<file path="src/rtl/ivu_pkg.sv">
package ivu_pkg;
  localparam int DW  = 16;
  localparam int IEW = 5;
  localparam int AW  = 3;

  typedef enum logic [AW-1:0] {
    REG_REV  = 3'd0,
    REG_IE   = 3'd1,
    REG_STAT = 3'd2,
    REG_VEC  = 3'd3,
    REG_DMA  = 3'd4
  } reg_sel_e;

  localparam logic [DW-1:0] FLAG_MASK = 16'h8E1E;
  localparam logic [DW-1:0] REV_VAL   = 16'h0011;
  localparam int BUSY_BIT  = 12;
  localparam int RRDY_BIT  = 3;
  localparam int XRDY_BIT  = 4;
  localparam int RXDMA_BIT = 15;
  localparam int TXDMA_BIT = 7;
endpackage

</file>
<file path="src/rtl/ivu_flags.sv">
module ivu_flags #(
  parameter int DW = 16,
  parameter logic [DW-1:0] MASK = '1
) (
  input  logic          clk_i,
  input  logic          rst_ni,
  input  logic [DW-1:0] set_i,
  input  logic [DW-1:0] clr_i,
  output logic [DW-1:0] stat_o
);
  logic [DW-1:0] stat_q;

  // set has priority over clear on the same bit
  always_ff @(posedge clk_i or negedge rst_ni) begin
    if (!rst_ni) stat_q <= '0;
    else         stat_q <= (stat_q & ~clr_i) | (set_i & MASK);
  end

  assign stat_o = stat_q;


  set_sticks_chk: assert property (@(posedge clk_i) disable iff (!rst_ni)
    ((set_i & MASK) != '0) |=> ((stat_q & $past(set_i & MASK)) == $past(set_i & MASK)));


  no_stray_clear_chk: assert property (@(posedge clk_i) disable iff (!rst_ni)
    1'b1 |=> (($past(stat_q) & ~stat_q & ~$past(clr_i)) == '0));


  unused_zero_chk: assert property (@(posedge clk_i) disable iff (!rst_ni)
    (stat_q & ~MASK) == '0);
endmodule

</file>
<file path="src/rtl/ivu_cfg.sv">
module ivu_cfg #(
  parameter int DW      = 16,
  parameter int IEW     = 5,
  parameter int RX_BIT  = 15,
  parameter int TX_BIT  = 7,
  parameter int RRDY    = 3,
  parameter int XRDY    = 4
) (
  input  logic           clk_i,
  input  logic           rst_ni,
  input  logic           ie_we_i,
  input  logic           dma_we_i,
  input  logic [DW-1:0]  wdata_i,
  output logic [IEW-1:0] ie_o,
  output logic           rx_en_o,
  output logic           tx_en_o
);
  logic [IEW-1:0] ie_q;
  logic rx_q, tx_q;

  always_ff @(posedge clk_i or negedge rst_ni) begin
    if (!rst_ni) begin
      ie_q <= '0;
      rx_q <= 1'b0;
      tx_q <= 1'b0;
    end else if (ie_we_i) begin
      ie_q <= wdata_i[IEW-1:0];
    end else if (dma_we_i) begin
      rx_q <= wdata_i[RX_BIT];
      tx_q <= wdata_i[TX_BIT];
      // enabling a DMA channel takes its ready flag off the interrupt
      if (wdata_i[RX_BIT]) ie_q[RRDY] <= 1'b0;
      if (wdata_i[TX_BIT]) ie_q[XRDY] <= 1'b0;
    end
  end

  assign ie_o    = ie_q;
  assign rx_en_o = rx_q;
  assign tx_en_o = tx_q;


  rx_dma_drops_ie_chk: assert property (@(posedge clk_i) disable iff (!rst_ni)
    (dma_we_i && !ie_we_i && wdata_i[RX_BIT]) |=> !ie_q[RRDY]);


  tx_dma_drops_ie_chk: assert property (@(posedge clk_i) disable iff (!rst_ni)
    (dma_we_i && !ie_we_i && wdata_i[TX_BIT]) |=> !ie_q[XRDY]);
endmodule

</file>
<file path="src/rtl/ivu_vector.sv">
module ivu_vector #(
  parameter int IEW = 5,
  localparam int VW = $clog2(IEW + 1)
) (
  input  logic [IEW-1:0] pend_i,
  input  logic           ack_i,
  output logic [VW-1:0]  vec_o,
  output logic [IEW-1:0] clr_o
);
  logic [IEW-1:0] sel;

  // lowest set bit wins; scan from the top so the last hit is the lowest
  always_comb begin
    vec_o = '0;
    sel   = '0;
    for (int k = IEW - 1; k >= 0; k--) begin
      if (pend_i[k]) begin
        vec_o = VW'(k + 1);
        sel   = '0;
        sel[k] = 1'b1;
      end
    end
  end

  assign clr_o = ack_i ? sel : '0;
endmodule

</file>
<file path="src/rtl/ivu_top.sv">
module ivu_top
  import ivu_pkg::*;
(
  input  logic                 clk_i,
  input  logic                 rst_ni,
  input  logic                 rd_en_i,
  input  logic                 wr_en_i,
  input  logic [AW-1:0]        addr_i,
  input  logic [DW-1:0]        wdata_i,
  output logic [DW-1:0]        rdata_o,
  input  logic [DW-1:0]        set_i,
  input  logic                 bus_busy_i,
  output logic                 irq_o,
  output logic                 rx_dma_req_o,
  output logic                 tx_dma_req_o
);
  localparam int VW = $clog2(IEW + 1);

  logic [DW-1:0]  stat;
  logic [DW-1:0]  clr_full;
  logic [IEW-1:0] ie, pend, clr;
  logic [VW-1:0]  vec;
  logic           rx_en, tx_en, vec_ack;

  assign vec_ack  = rd_en_i && (addr_i == REG_VEC);
  assign pend     = stat[IEW-1:0] & ie;
  assign clr_full = {{(DW-IEW){1'b0}}, clr};

  ivu_flags #(.DW(DW), .MASK(FLAG_MASK)) u_flags (
    .clk_i (clk_i),
    .rst_ni(rst_ni),
    .set_i (set_i),
    .clr_i (clr_full),
    .stat_o(stat)
  );

  ivu_cfg #(
    .DW(DW), .IEW(IEW), .RX_BIT(RXDMA_BIT), .TX_BIT(TXDMA_BIT),
    .RRDY(RRDY_BIT), .XRDY(XRDY_BIT)
  ) u_cfg (
    .clk_i   (clk_i),
    .rst_ni  (rst_ni),
    .ie_we_i (wr_en_i && (addr_i == REG_IE)),
    .dma_we_i(wr_en_i && (addr_i == REG_DMA)),
    .wdata_i (wdata_i),
    .ie_o    (ie),
    .rx_en_o (rx_en),
    .tx_en_o (tx_en)
  );

  ivu_vector #(.IEW(IEW)) u_vec (
    .pend_i(pend),
    .ack_i (vec_ack),
    .vec_o (vec),
    .clr_o (clr)
  );

  always_comb begin
    rdata_o = '0;
    if (rd_en_i) begin
      unique case (addr_i)
        REG_REV:  rdata_o = REV_VAL;
        REG_IE:   rdata_o = DW'(ie);
        REG_STAT: begin
          rdata_o = stat;
          rdata_o[BUSY_BIT] = bus_busy_i;
        end
        REG_VEC:  rdata_o = DW'(vec);
        REG_DMA:  begin
          rdata_o[RXDMA_BIT] = rx_en;
          rdata_o[TXDMA_BIT] = tx_en;
        end
        default:  rdata_o = '0;
      endcase
    end
  end

  assign irq_o        = |pend;
  assign rx_dma_req_o = rx_en & stat[RRDY_BIT];
  assign tx_dma_req_o = tx_en & stat[XRDY_BIT];


  irq_vs_vector_chk: assert property (@(posedge clk_i) disable iff (!rst_ni)
    (vec == '0) |-> !irq_o);


  dma_gated_chk: assert property (@(posedge clk_i) disable iff (!rst_ni)
    (rx_dma_req_o |-> rx_en) and (tx_dma_req_o |-> tx_en));
endmodule

</file>
<file path="config.mk">
export PLATFORM = sky130hd
export DESIGN_NAME = ivu_top
export DESIGN_NICKNAME = d
export VERILOG_FILES = /design/src/rtl/ivu_pkg.sv /design/src/rtl/ivu_flags.sv /design/src/rtl/ivu_cfg.sv /design/src/rtl/ivu_vector.sv /design/src/rtl/ivu_top.sv
export SDC_FILE = /design/constraint.sdc
export NUM_CORES = 1
export LEC_CHECK = 0
export ABC_AREA = 1
export BUFFER_PORTS_ARGS = -buffer_cell sky130_fd_sc_hd__buf_2
export CAP_MARGIN = 20
export CELL_PAD_IN_SITES_DETAIL_PLACEMENT = 1
export CELL_PAD_IN_SITES_GLOBAL_PLACEMENT = 1
export CORE_AREA = 3 3 61 63
export DETAILED_ROUTE_END_ITERATION = 10
export DIE_AREA = 0 0 64 66
export GPL_ROUTABILITY_DRIVEN = 1
export PLACE_DENSITY = 0.84
export SYNTH_ARGS = -nofsm -noshare
export SYNTH_HDL_FRONTEND = slang
export SYNTH_SLANG_ARGS = --single-unit
</file>
<file path="constraint.sdc">
create_clock -name clk_i -period 2.28 [get_ports clk_i]
set_input_delay 0.228 -clock clk_i [delete_from_list [all_inputs] [get_ports clk_i]]
set_output_delay 0.228 -clock clk_i [all_outputs]
set_load 0.1 [all_outputs]
</file>
==> qor.txt, run 1 <==
Syn. warnings = 0
CTS clk-pin slew, worst paths = 0.10 ns
Synth top area share = 0.4113
Die width = 64 um
Final net count = 224
Distinct cells, synth = 19
H-tree levels = 1
Vias in the first global route = 1016
Final Util = 0.3783
PostCTS Resize Cnt = 0
DRC errors left = 0
Arr. time, crit path = 1.71 ns
Total GRT Usage = 0.1317
Global-route wire length before repair = 4250 um
Final Hold Vio Count = 0
TritonCTS buffer count = 3
Required @ worst endpoint = 2.05 ns
Worst Hold Depth = 3
CTS Buffer Depth = 2
Post-synth design cell area = 973.4 sq um
Setup CP Type = flip-flop to primary output
CORE AREA = 0.003284 sq mm
CTS sink cnt = 16
Yosys reg bits = 16
Clk_lat worst skew = 0.29 ns
# diodes = 0
Congestion Overflow GR = 0
Largest net degree at the start of global routing = 17
Final Skew = 0.002906 ns
F_max = 0.5147 GHz
Top_reg_cell synth = dfrtp_1
Worst r2r path cells = 6
Port bufs = 36
Area growth syn-to-layout = 27.63%
Power per cell area = 722.2 mW/mm^2
Die Area = 0.004224 sq mm
Slew Limit Fails = 0
Via count = 970
Final instance area = 0.001242 sq mm
CTS tree = built
Antenna-violating nets left = 0
Lkg Pwr = 0.0007245 uW
Maximum VDD drop = 0.2855 mV
Final setup fails = 0
Number of flops mapped to enable cells by yosys = 0
Async set-reset flop share out of synthesis = 1.000
Crit end category = primary output
Io pins = 59
TritonRoute pass-1 iters = 3
RSZ-0062 raised after global routing = no
Gate Count Post-Synth = 143
Fin crit period = 1.943 ns
Syn Area/Cell = 6.807 sq um
Die H = 66 um
Gpl congestion = 0.8270
Fillers = 448
WL/cell = 10.93 um
Placed Area = 0.001196 sq mm
Post-synth top area cell = dfrtp_1
Reg2Reg Setup Slack = 1.12 ns
Starting Density = 0.2964
Synth area leaders = dfrtp_1, nand2_1, inv_1
Post-synthesis sequential area ratio = 0.4113
Clk root buf = clkbuf_4
Via/cell ratio = 4.236
Cell Rows = 21
Crit-path max FO = 6
DRT iter0 DRCs = 17
Initial antenna violation count = 0
Final worst path period share = 0.8522
Hold Path Class = input port to flip-flop
Share of cells above drive strength 1 = 0.3060
DPL Wire Length = 2112 um
Outcome = complete, no violations
MaxCap Viol Count = 0
Setup crit start kind = flip-flop
Final WL = 2504 um
Post-Route Setup TNS = 0 ns
==> metrics by stage <==
stage / total power (uW) / worst slack [ns] / std cells / hold WS, ns
after floorplan: 640.6 / 0.01578 / 147 / -0.06759
after global placement: 708.4 / 0.5945 / 224 / 0.1658
after detailed placement: 715.2 / 0.5468 / 224 / 0.1663
after CTS: 911.3 / 0.2874 / 229 / 0.1085
after global routing: 952.8 / 0.2262 / 229 / 0.1151
final: 897.3 / 0.3370 / 229 / 0.1191
==> sequential cells by signal (all words and copies together) (netlist names) <==
name	cells
u_cfg.rx_en_o	1
u_flags.stat_o	9
u_cfg.ie_o	5
u_cfg.tx_en_o	1
==> path summary, 6_finish.rpt <==
kind                                    start            endpoint
setup / recovery                u_cfg.ie_o[0]          rdata_o[2]
hold / removal                       set_i[3]   u_flags.stat_o[3]
setup reg to reg                u_cfg.ie_o[0]   u_flags.stat_o[3]
hold reg to reg            u_flags.stat_o[15]  u_flags.stat_o[15]
max in group asynchronous              rst_ni   u_flags.stat_o[9]
min in group asynchronous              rst_ni       u_cfg.tx_en_o
==> cells by family after synthesis <==
kind of cell / count (synthesis) / synth area share
flip-flops: 16 / 0.4113
other: 1 / 0.003852
AO/OA/AOI/OAI: 10 / 0.05141
AND/OR/NAND/NOR: 88 / 0.4010
buffers and inverters: 28 / 0.1324
==> Yosys cell counts (3+ instances only) <==
library cell and number:
inv_1 19, or2_2 4, buf_4 5, nor2_1 16, nand3_1 12, inv_2 3, dfrtp_1 16, nand2_1 48
o21ai_0 4, nor2_2 3, a21oi_1 5
==> worst max-delay path: stages (launching register included) <==
cell,delay (ns)
dfrtp_1,0.44
nand2_1,0.19
nand3_1,0.13
nor2_1,0.12
nor2_1,0.05
nor2_1,0.07
buf_2,0.43
==> per-layer routing <==
layer | vias to the layer above | GRT usage | wire length [um]
met4 | 0 | 0.07278 | 59
met3 | 5 | 0.02891 | 132
met2 | 25 | 0.2116 | 1105
li1 | 504 | - | -
met5 | - | 0 | 0
met1 | 436 | 0.1630 | 1206
==> layout by cell type (no fill, tap or decap) <==
cell type and instances:
clkbuf_4 3, dfrtp_1 16, nor2_1 16, nand2_4 1, a21oi_1 3, nor2_4 1
buf_2 36, nand4_1 1, nor2_2 3, nand3_1 12, conb_1 5, dlygate4sd3_1 1
nand2_1 48, nand3_2 1, clkbuf_8 1, o21ai_1 2, inv_1 19, inv_2 3
clkinv_4 1, o21ai_0 3, a21oi_2 2, nand3b_1 1, or2_2 4
==> what timing repair did <==
item                      in CTS  in global routing
hold buffers                   1                  0
buffers inserted               0                  0
hold endpoints to repair      16                  0
==> power by group <==
| part | switching, uW | internal, uW |
|---|---|---|
| clock network | 92.2 | 97.3 |
| registers | 26.7 | 314 |
| logic | 295 | 71.8 |
==> layout make-up <==
type	instances	area [sq um]	share of cell area
timing repair buffer	37	190.2	0.1531
clock buffer	4	36.28	0.02920
multi-input combinational	103	466.7	0.3756
inverter	23	91.34	0.07351
sequential	16	400.4	0.3223
tap	46	57.56	0.04632
Power figures use the tool's default switching activity.
==> inputs of run 2 (changes only) <==
--- a/config.mk
+++ b/config.mk
@@ -5,16 +5,15 @@
 export SDC_FILE = /design/constraint.sdc
 export NUM_CORES = 1
 export LEC_CHECK = 0
-export ABC_AREA = 1
 export BUFFER_PORTS_ARGS = -buffer_cell sky130_fd_sc_hd__buf_2
 export CAP_MARGIN = 20
 export CELL_PAD_IN_SITES_DETAIL_PLACEMENT = 1
 export CELL_PAD_IN_SITES_GLOBAL_PLACEMENT = 1
-export CORE_AREA = 3 3 61 63
+export CORE_AREA = 3 3 59 61
 export DETAILED_ROUTE_END_ITERATION = 10
-export DIE_AREA = 0 0 64 66
+export DIE_AREA = 0 0 62 64
 export GPL_ROUTABILITY_DRIVEN = 1
-export PLACE_DENSITY = 0.84
+export PLACE_DENSITY = 0.89
 export SYNTH_ARGS = -nofsm -noshare
 export SYNTH_HDL_FRONTEND = slang
 export SYNTH_SLANG_ARGS = --single-unit
==> qor.txt, run 2 <==
Total GRT Usage = 0.1402 (+0.008491)
Reg2reg end = u_flags.stat_o[4]
Hold Slack = 0.1255 ns (+0.006335 ns)
NetSw = 384.8 uW (-7.0%)
Power per cell area = 720.1 mW/mm^2 (-0.29%)
Share of cells above drive strength 1 = 0.3986 (+0.09259)
Initial antenna violation count = 0 (unchanged)
Lkg Pwr = 0.0005791 uW (-20%)
DRT iter0 DRCs = 16 (-1)
MaxCap Viol Count = 0 (unchanged)
Via count = 911 (-6.1%)
Clock power share = 0.215 (+0.004)
CTS tree = built
Setup crit start kind = flip-flop
Min setup slack post-route = 0.2736 ns (-0.06344 ns)
Worst r2r path cells = 4 (-2)
Final net count = 184 (-18%)
Port bufs = 36 (unchanged)
DRC errors left = 0 (unchanged)
Post-synth top cells = dfrtp_1, nand2_1, a21oi_1
Buf/Inv on CP = 2 (+1)
Starting Density = 0.3091 (+0.01271)
Most common cell after layout, fill and taps aside = buf_2
Gate Count Post-Synth = 103 (-28%)
CORE AREA = 0.003028 sq mm (-7.8%)
Slowest-stage cell, CP = dfrtp_1
Arr. time, crit path = 1.78 ns (+0.07 ns)
H-tree levels = 1 (unchanged)
Die H = 64 um (-3.0%)
Syn Area/Cell = 9.086 sq um (+33%)
Crit end category = primary output
Largest net degree at the start of global routing = 17 (unchanged)
Crit-path max FO = 6 (unchanged)
Seq pwr share = 0.393 (+0.013)
Synth area leaders = dfrtp_1, nand2_1, nor4b_4
Gate power share = 0.392 (-0.017)
Final setup fails = 0 (unchanged)
Distinct cells, synth = 28 (+9)
Final instance area = 0.001209 sq mm (-2.7%)
Number of flops mapped to enable cells by yosys = 0 (unchanged)
Reg-to-Reg Start = u_flags.stat_o[0]
Async set-reset flop share out of synthesis = 1.000 (unchanged)
Hold Path Class = input port to flip-flop
Slowest stage delay, CP = 0.46 ns (+0.02 ns)
Die Area = 0.003968 sq mm (-6.1%)
Post-Route Setup TNS = 0 ns (unchanged)
Gpl congestion = 0.8486 (+2.6%)
Metal2 WL = 1341 um (+21%)
Final WL = 2527 um (+0.92%)
Final Skew = 0.004805 ns (+0.001899 ns)
Io pins = 59 (unchanged)
CTS Buffer Depth = 2 (unchanged)
Internal power = 485.6 uW (+0.45%)
Maximum VDD drop = 0.4561 mV (+60%)
Top routing layer in use = met3
Clk_lat worst skew = 0.29 ns (about the same)
Final Hold Vio Count = 0 (unchanged)
RSZ-0062 raised after global routing = no
Antenna-violating nets left = 0 (unchanged)
Reg2Reg Setup Slack = 1.00 ns (-0.12 ns)
WL/cell = 13.51 um (+24%)
Post-synth top area cell = dfrtp_1
Worst Hold Depth = 2 (-1)
Post-synthesis sequential area ratio = 0.4278 (+0.01650)
Most frequent cells in the layout = buf_2, nand2_1, dfrtp_1
TritonRoute pass-1 iters = 4 (+1)
CP delay by family, top = compound AO/OA/AOI/OAI gates
# diodes = 0 (unchanged)
HP Start = set_i[15]
CTS sink cnt = 16 (unchanged)
Clk root buf = clkbuf_4
F_max = 0.4984 GHz (-3.2%)
Hold Path End = u_flags.stat_o[15]
CTS clk-pin slew, worst paths = 0.10 ns (about the same)
Fin crit period = 2.006 ns (+0.06344 ns)
Synth top area share = 0.4278 (+0.01650)
Congestion Overflow GR = 0 (unchanged)
Yosys reg bits = 16 (unchanged)
Post-synth design cell area = 935.9 sq um (-3.9%)
Crit-path cells = a22oi_2 > inv_1 > a222oi_1 > nor2_1 > buf_2
Worst slew margin = 0.6157
Via/cell ratio = 4.872 (+15%)
Max FFs per register = 9 (unchanged)
Placed Area = 0.001157 sq mm (-3.2%)
Final worst path period share = 0.8800 (+0.02782)
Die width = 62 um (-3.1%)
Sw Ratio = 0.4421 (-0.01915)
Top_reg_cell synth = dfrtp_1
M1 wire length = 1031 um (-15%)
Cell Rows = 20 (-4.8%)
DPL Wire Length = 2016 um (-4.6%)
Required @ worst endpoint = 2.05 ns (about the same)
Syn. warnings = 0 (unchanged)
Vias in the first global route = 922 (-9.3%)
Least-Margin Pin Slew = 0.5740 ns
Setup CP Type = flip-flop to primary output
Area growth syn-to-layout = 29.14%
Wire length on met3 = 154 um (+17%)
Slew Limit Fails = 0 (unchanged)
Pre-CTS WS = 0.4116 ns (-0.1352 ns)
Outcome = complete, no violations
Global-route wire length before repair = 4236 um (-0.33%)
TritonCTS buffer count = 3 (unchanged)
-- run 2: power groups by stage --
| stage | combinational [uW] | clock [uW] | sequential [uW] |
|---|---|---|---|
| floorplan | 279 | 0 | 337 |
| global placement | 331 | 0 | 344 |
| detailed placement | 338 | 0 | 346 |
| CTS | 341 | 195 | 341 |
| global route | 363 | 207 | 347 |
| finish | 342 | 187 | 342 |
-- run 2: final cells by class --
class | instances | area, sq um
fill | 372 | 1819
multi-input combinational | 78 | 493.0
sequential | 16 | 400.4
timing repair buffer | 38 | 197.7
tap | 44 | 55.05
clock buffer | 4 | 36.28
inverter | 7 | 26.28
-- run 2: metrics by stage --
step	utilization	power (uW)	cells
final	0.3992	870.4	187
after global routing	0.3992	916.8	187
after CTS	0.3975	877.1	187
after detailed placement	0.3822	684.0	182
after global placement	0.3822	674.6	182
after floorplan	-	616.1	107
-- run 2: per-layer routing --
metal	vias to the layer above	track usage
li1	431	-
met1	447	0.1734
met2	33	0.2422
met3	0	0.02222
met4	0	0.03979
met5	-	0
-- run 2: repair_timing --
action	4_1_cts	5_1_grt
hold buffers	1	0
endpoints found under the setup margin	0	2
setup buffers	0	0
gates resized for setup	0	1
hold endpoints to repair	16	0
-- run 2: how the worst max path moves through the flow --
stage / from / endpoint / slack [ns] / cells past startpoint
floorplan: addr_i[1] / rdata_o[1] / 0.05 / 5
detailed placement: addr_i[1] / rdata_o[10] / 0.41 / 5
global route: u_cfg.ie_o[1] / rdata_o[1] / 0.14 / 5
global placement: addr_i[1] / rdata_o[11] / 0.50 / 5
CTS: u_cfg.ie_o[1] / rdata_o[2] / 0.13 / 4
finish: u_cfg.ie_o[1] / rdata_o[1] / 0.27 / 5
-- run 2: cell families (layout without fill, tap and decap cells) --
family          count (synthesis)  count (layout)  synth area share
compound gates                 25              25            0.1725
buf+inv                        13              49           0.08021
flops                          16              16            0.4278
mux                             3               3           0.03609
other cells                     1               5          0.004007
simple gates                   45              45            0.2794
==> inputs of run 3 (changes only) <==
==> constraint.sdc (replaced) <==
create_clock -name clk_i -period 2.28 [get_ports clk_i]
set_input_delay 0.228 -clock clk_i [delete_from_list [all_inputs] [get_ports clk_i]]
set_output_delay 0.228 -clock clk_i [all_outputs]
set_load 0.01 [all_outputs]
==> qor.txt, run 3 (same netlist as run 2, synthesis figures left out) <==
Global-route wire length before repair = 4498 um (+6.2%)
Reg2Reg Setup Slack = 0.96 ns (-0.04 ns)
Gpl congestion = 0.8635 (+1.8%)
CTS clk-pin slew, worst paths = 0.10 ns (about the same)
CTS tree = built
Worst r2r path cells = 3 (-1)
Power per cell area = 594.2 mW/mm^2 (-17%)
TritonRoute pass-1 iters = 4 (unchanged)
Setup CP Type = flip-flop to primary output
Final WL = 2652 um (+4.9%)
Final Hold Vio Count = 0 (unchanged)
DRC errors left = 0 (unchanged)
PostCTS Resize Cnt = 0 (unchanged)
Required @ worst endpoint = 2.05 ns (about the same)
Hold Slack = 0.1094 ns (-0.01611 ns)
Reg-to-Reg Start = u_cfg.ie_o[2]
DRT iter0 DRCs = 25 (+9)
Starting Density = 0.3091 (unchanged)
Lkg Pwr = 0.0005739 uW (-0.90%)
Area growth syn-to-layout = 26.47%
Via/cell ratio = 4.823 (-1.0%)
Post-Route Setup TNS = 0 ns (unchanged)
Io pins = 59 (unchanged)
Cell Rows = 20 (unchanged)
TritonCTS buffer count = 3 (unchanged)
Final Util = 0.3909 (-0.008265)
CTS sink cnt = 16 (unchanged)
Outcome = complete, no violations
Reg2reg end = u_flags.stat_o[4]
Crit end category = primary output
Total GRT Usage = 0.1500 (+0.009768)
MaxCap Viol Count = 0 (unchanged)
Final Skew = 0.005719 ns (+0.0009144 ns)
Via count = 897 (-1.5%)
Die H = 64 um (unchanged)
H-tree levels = 1 (unchanged)
Vias in the first global route = 969 (+5.1%)
Maximum VDD drop = 0.3198 mV (-30%)
Max FFs per register = 9 (unchanged)
Die Area = 0.003968 sq mm (unchanged)
RSZ-0062 raised after global routing = no
Least-Margin Pin Slew = 0.5939 ns (+0.01989 ns)
Fin crit period = 1.981 ns (-0.02528 ns)
Hold Path Class = input port to flip-flop
Clk_lat worst skew = 0.29 ns (about the same)
F_max = 0.5048 GHz (+1.3%)
WL/cell = 14.26 um (+5.5%)
Worst Hold Depth = 2 (unchanged)
Die width = 62 um (unchanged)
Final net count = 183 (-0.54%)
Slew Limit Fails = 0 (unchanged)
Crit-path max FO = 5 (-1)
Largest net degree at the start of global routing = 17 (unchanged)
Congestion Overflow GR = 0 (unchanged)
Share of cells above drive strength 1 = 0.3662 (-0.03240)
Setup crit start kind = flip-flop
Final worst path period share = 0.8689 (-0.01109)
Arr. time, crit path = 1.75 ns (-0.03 ns)
HP Start = set_i[4]
Initial antenna violation count = 0 (unchanged)
Min setup slack post-route = 0.2989 ns (+0.02528 ns)
Pre-CTS WS = 0.6131 ns (+0.2015 ns)
CORE AREA = 0.003028 sq mm (unchanged)
Hold Path End = u_flags.stat_o[4]
DPL Wire Length = 2078 um (+3.1%)
Worst slew margin = 0.6024 (-0.01331)
Port bufs = 36 (unchanged)
Post-layout power = 703.4 uW (-19%)
Most common cell after layout, fill and taps aside = buf_2
Antenna-violating nets left = 0 (unchanged)
CTS Buffer Depth = 2 (unchanged)
# diodes = 0 (unchanged)
Most frequent cells in the layout = buf_2, nand2_1, dfrtp_1
Clk root buf = clkbuf_4
Final setup fails = 0 (unchanged)
==> run 3: cell types whose count changed in the layout (fill, tap and decap cells not counted) <==
cell     before  now
a21oi_2       2    0
nor3_2        1    0
a21oi_1       6    8
a22oi_1       2    3
nor3_1        1    2
buf_4         1    0
a22oi_2       1    0
==> run 3: worst max path at each step <==
stage | start | end | slack (ns) | depth (start not counted)
after floorplan | u_cfg.ie_o[2] | rdata_o[1] | 0.89 | 4
after CTS | u_cfg.ie_o[2] | rdata_o[1] | 0.30 | 5
final | u_cfg.ie_o[2] | rdata_o[1] | 0.30 | 5
after global routing | u_cfg.ie_o[2] | rdata_o[1] | 0.11 | 5
after global placement | u_cfg.ie_o[1] | rdata_o[1] | 0.67 | 5
after detailed placement | u_cfg.ie_o[2] | rdata_o[1] | 0.61 | 5
==> run 3: routing by layer <==
| layer | track usage | part of all wire | up-vias |
|---|---|---|---|
| met5 | 0 | 0 | - |
| met4 | 0.05305 | 0.015 | 0 |
| met3 | 0.04040 | 0.072 | 6 |
| met2 | 0.2487 | 0.50 | 39 |
| met1 | 0.1803 | 0.41 | 424 |
| li1 | - | - | 428 |
==> run 3: power breakdown <==
part | total [uW] | internal [uW] | switching [uW] | leakage, uW
sequential | 342 | 311 | 31.0 | 0.000170
combinational | 172 | 74.5 | 97.9 | 0.000383
clock | 189 | 97.3 | 92.1 | 0.0000210
==> run 3: layout make-up <==
type	count	area (sq um)
multi-input cells	78	475.5
inverters	7	26.28
repair buffers	37	190.2
fillers	371	1844
flip-flops and latches	16	400.4
well taps	44	55.05
clock buffers	4	36.28
==> run 3: worst max-delay path, stage by stage, from the launching register on <==
cell,delay [ns]
dfrtp_1,0.44
a22oi_1,0.39
inv_1,0.08
a222oi_1,0.33
nor2_1,0.07
buf_2,0.15
==> run 3: stage by stage <==
stage,instance area [sq um],std cells
3_3_place_gp,1137,181
6_report,1184,186
2_1_floorplan,950.9,107
5_1_grt,1184,186
4_1_cts,1184,186
3_5_place_dp,1137,181
==> run 3: timing repair <==
item                                   4_1_cts  5_1_grt
setup buffers                                0        0
endpoints found under the hold margin       16        0
hold buffers                                 1        0
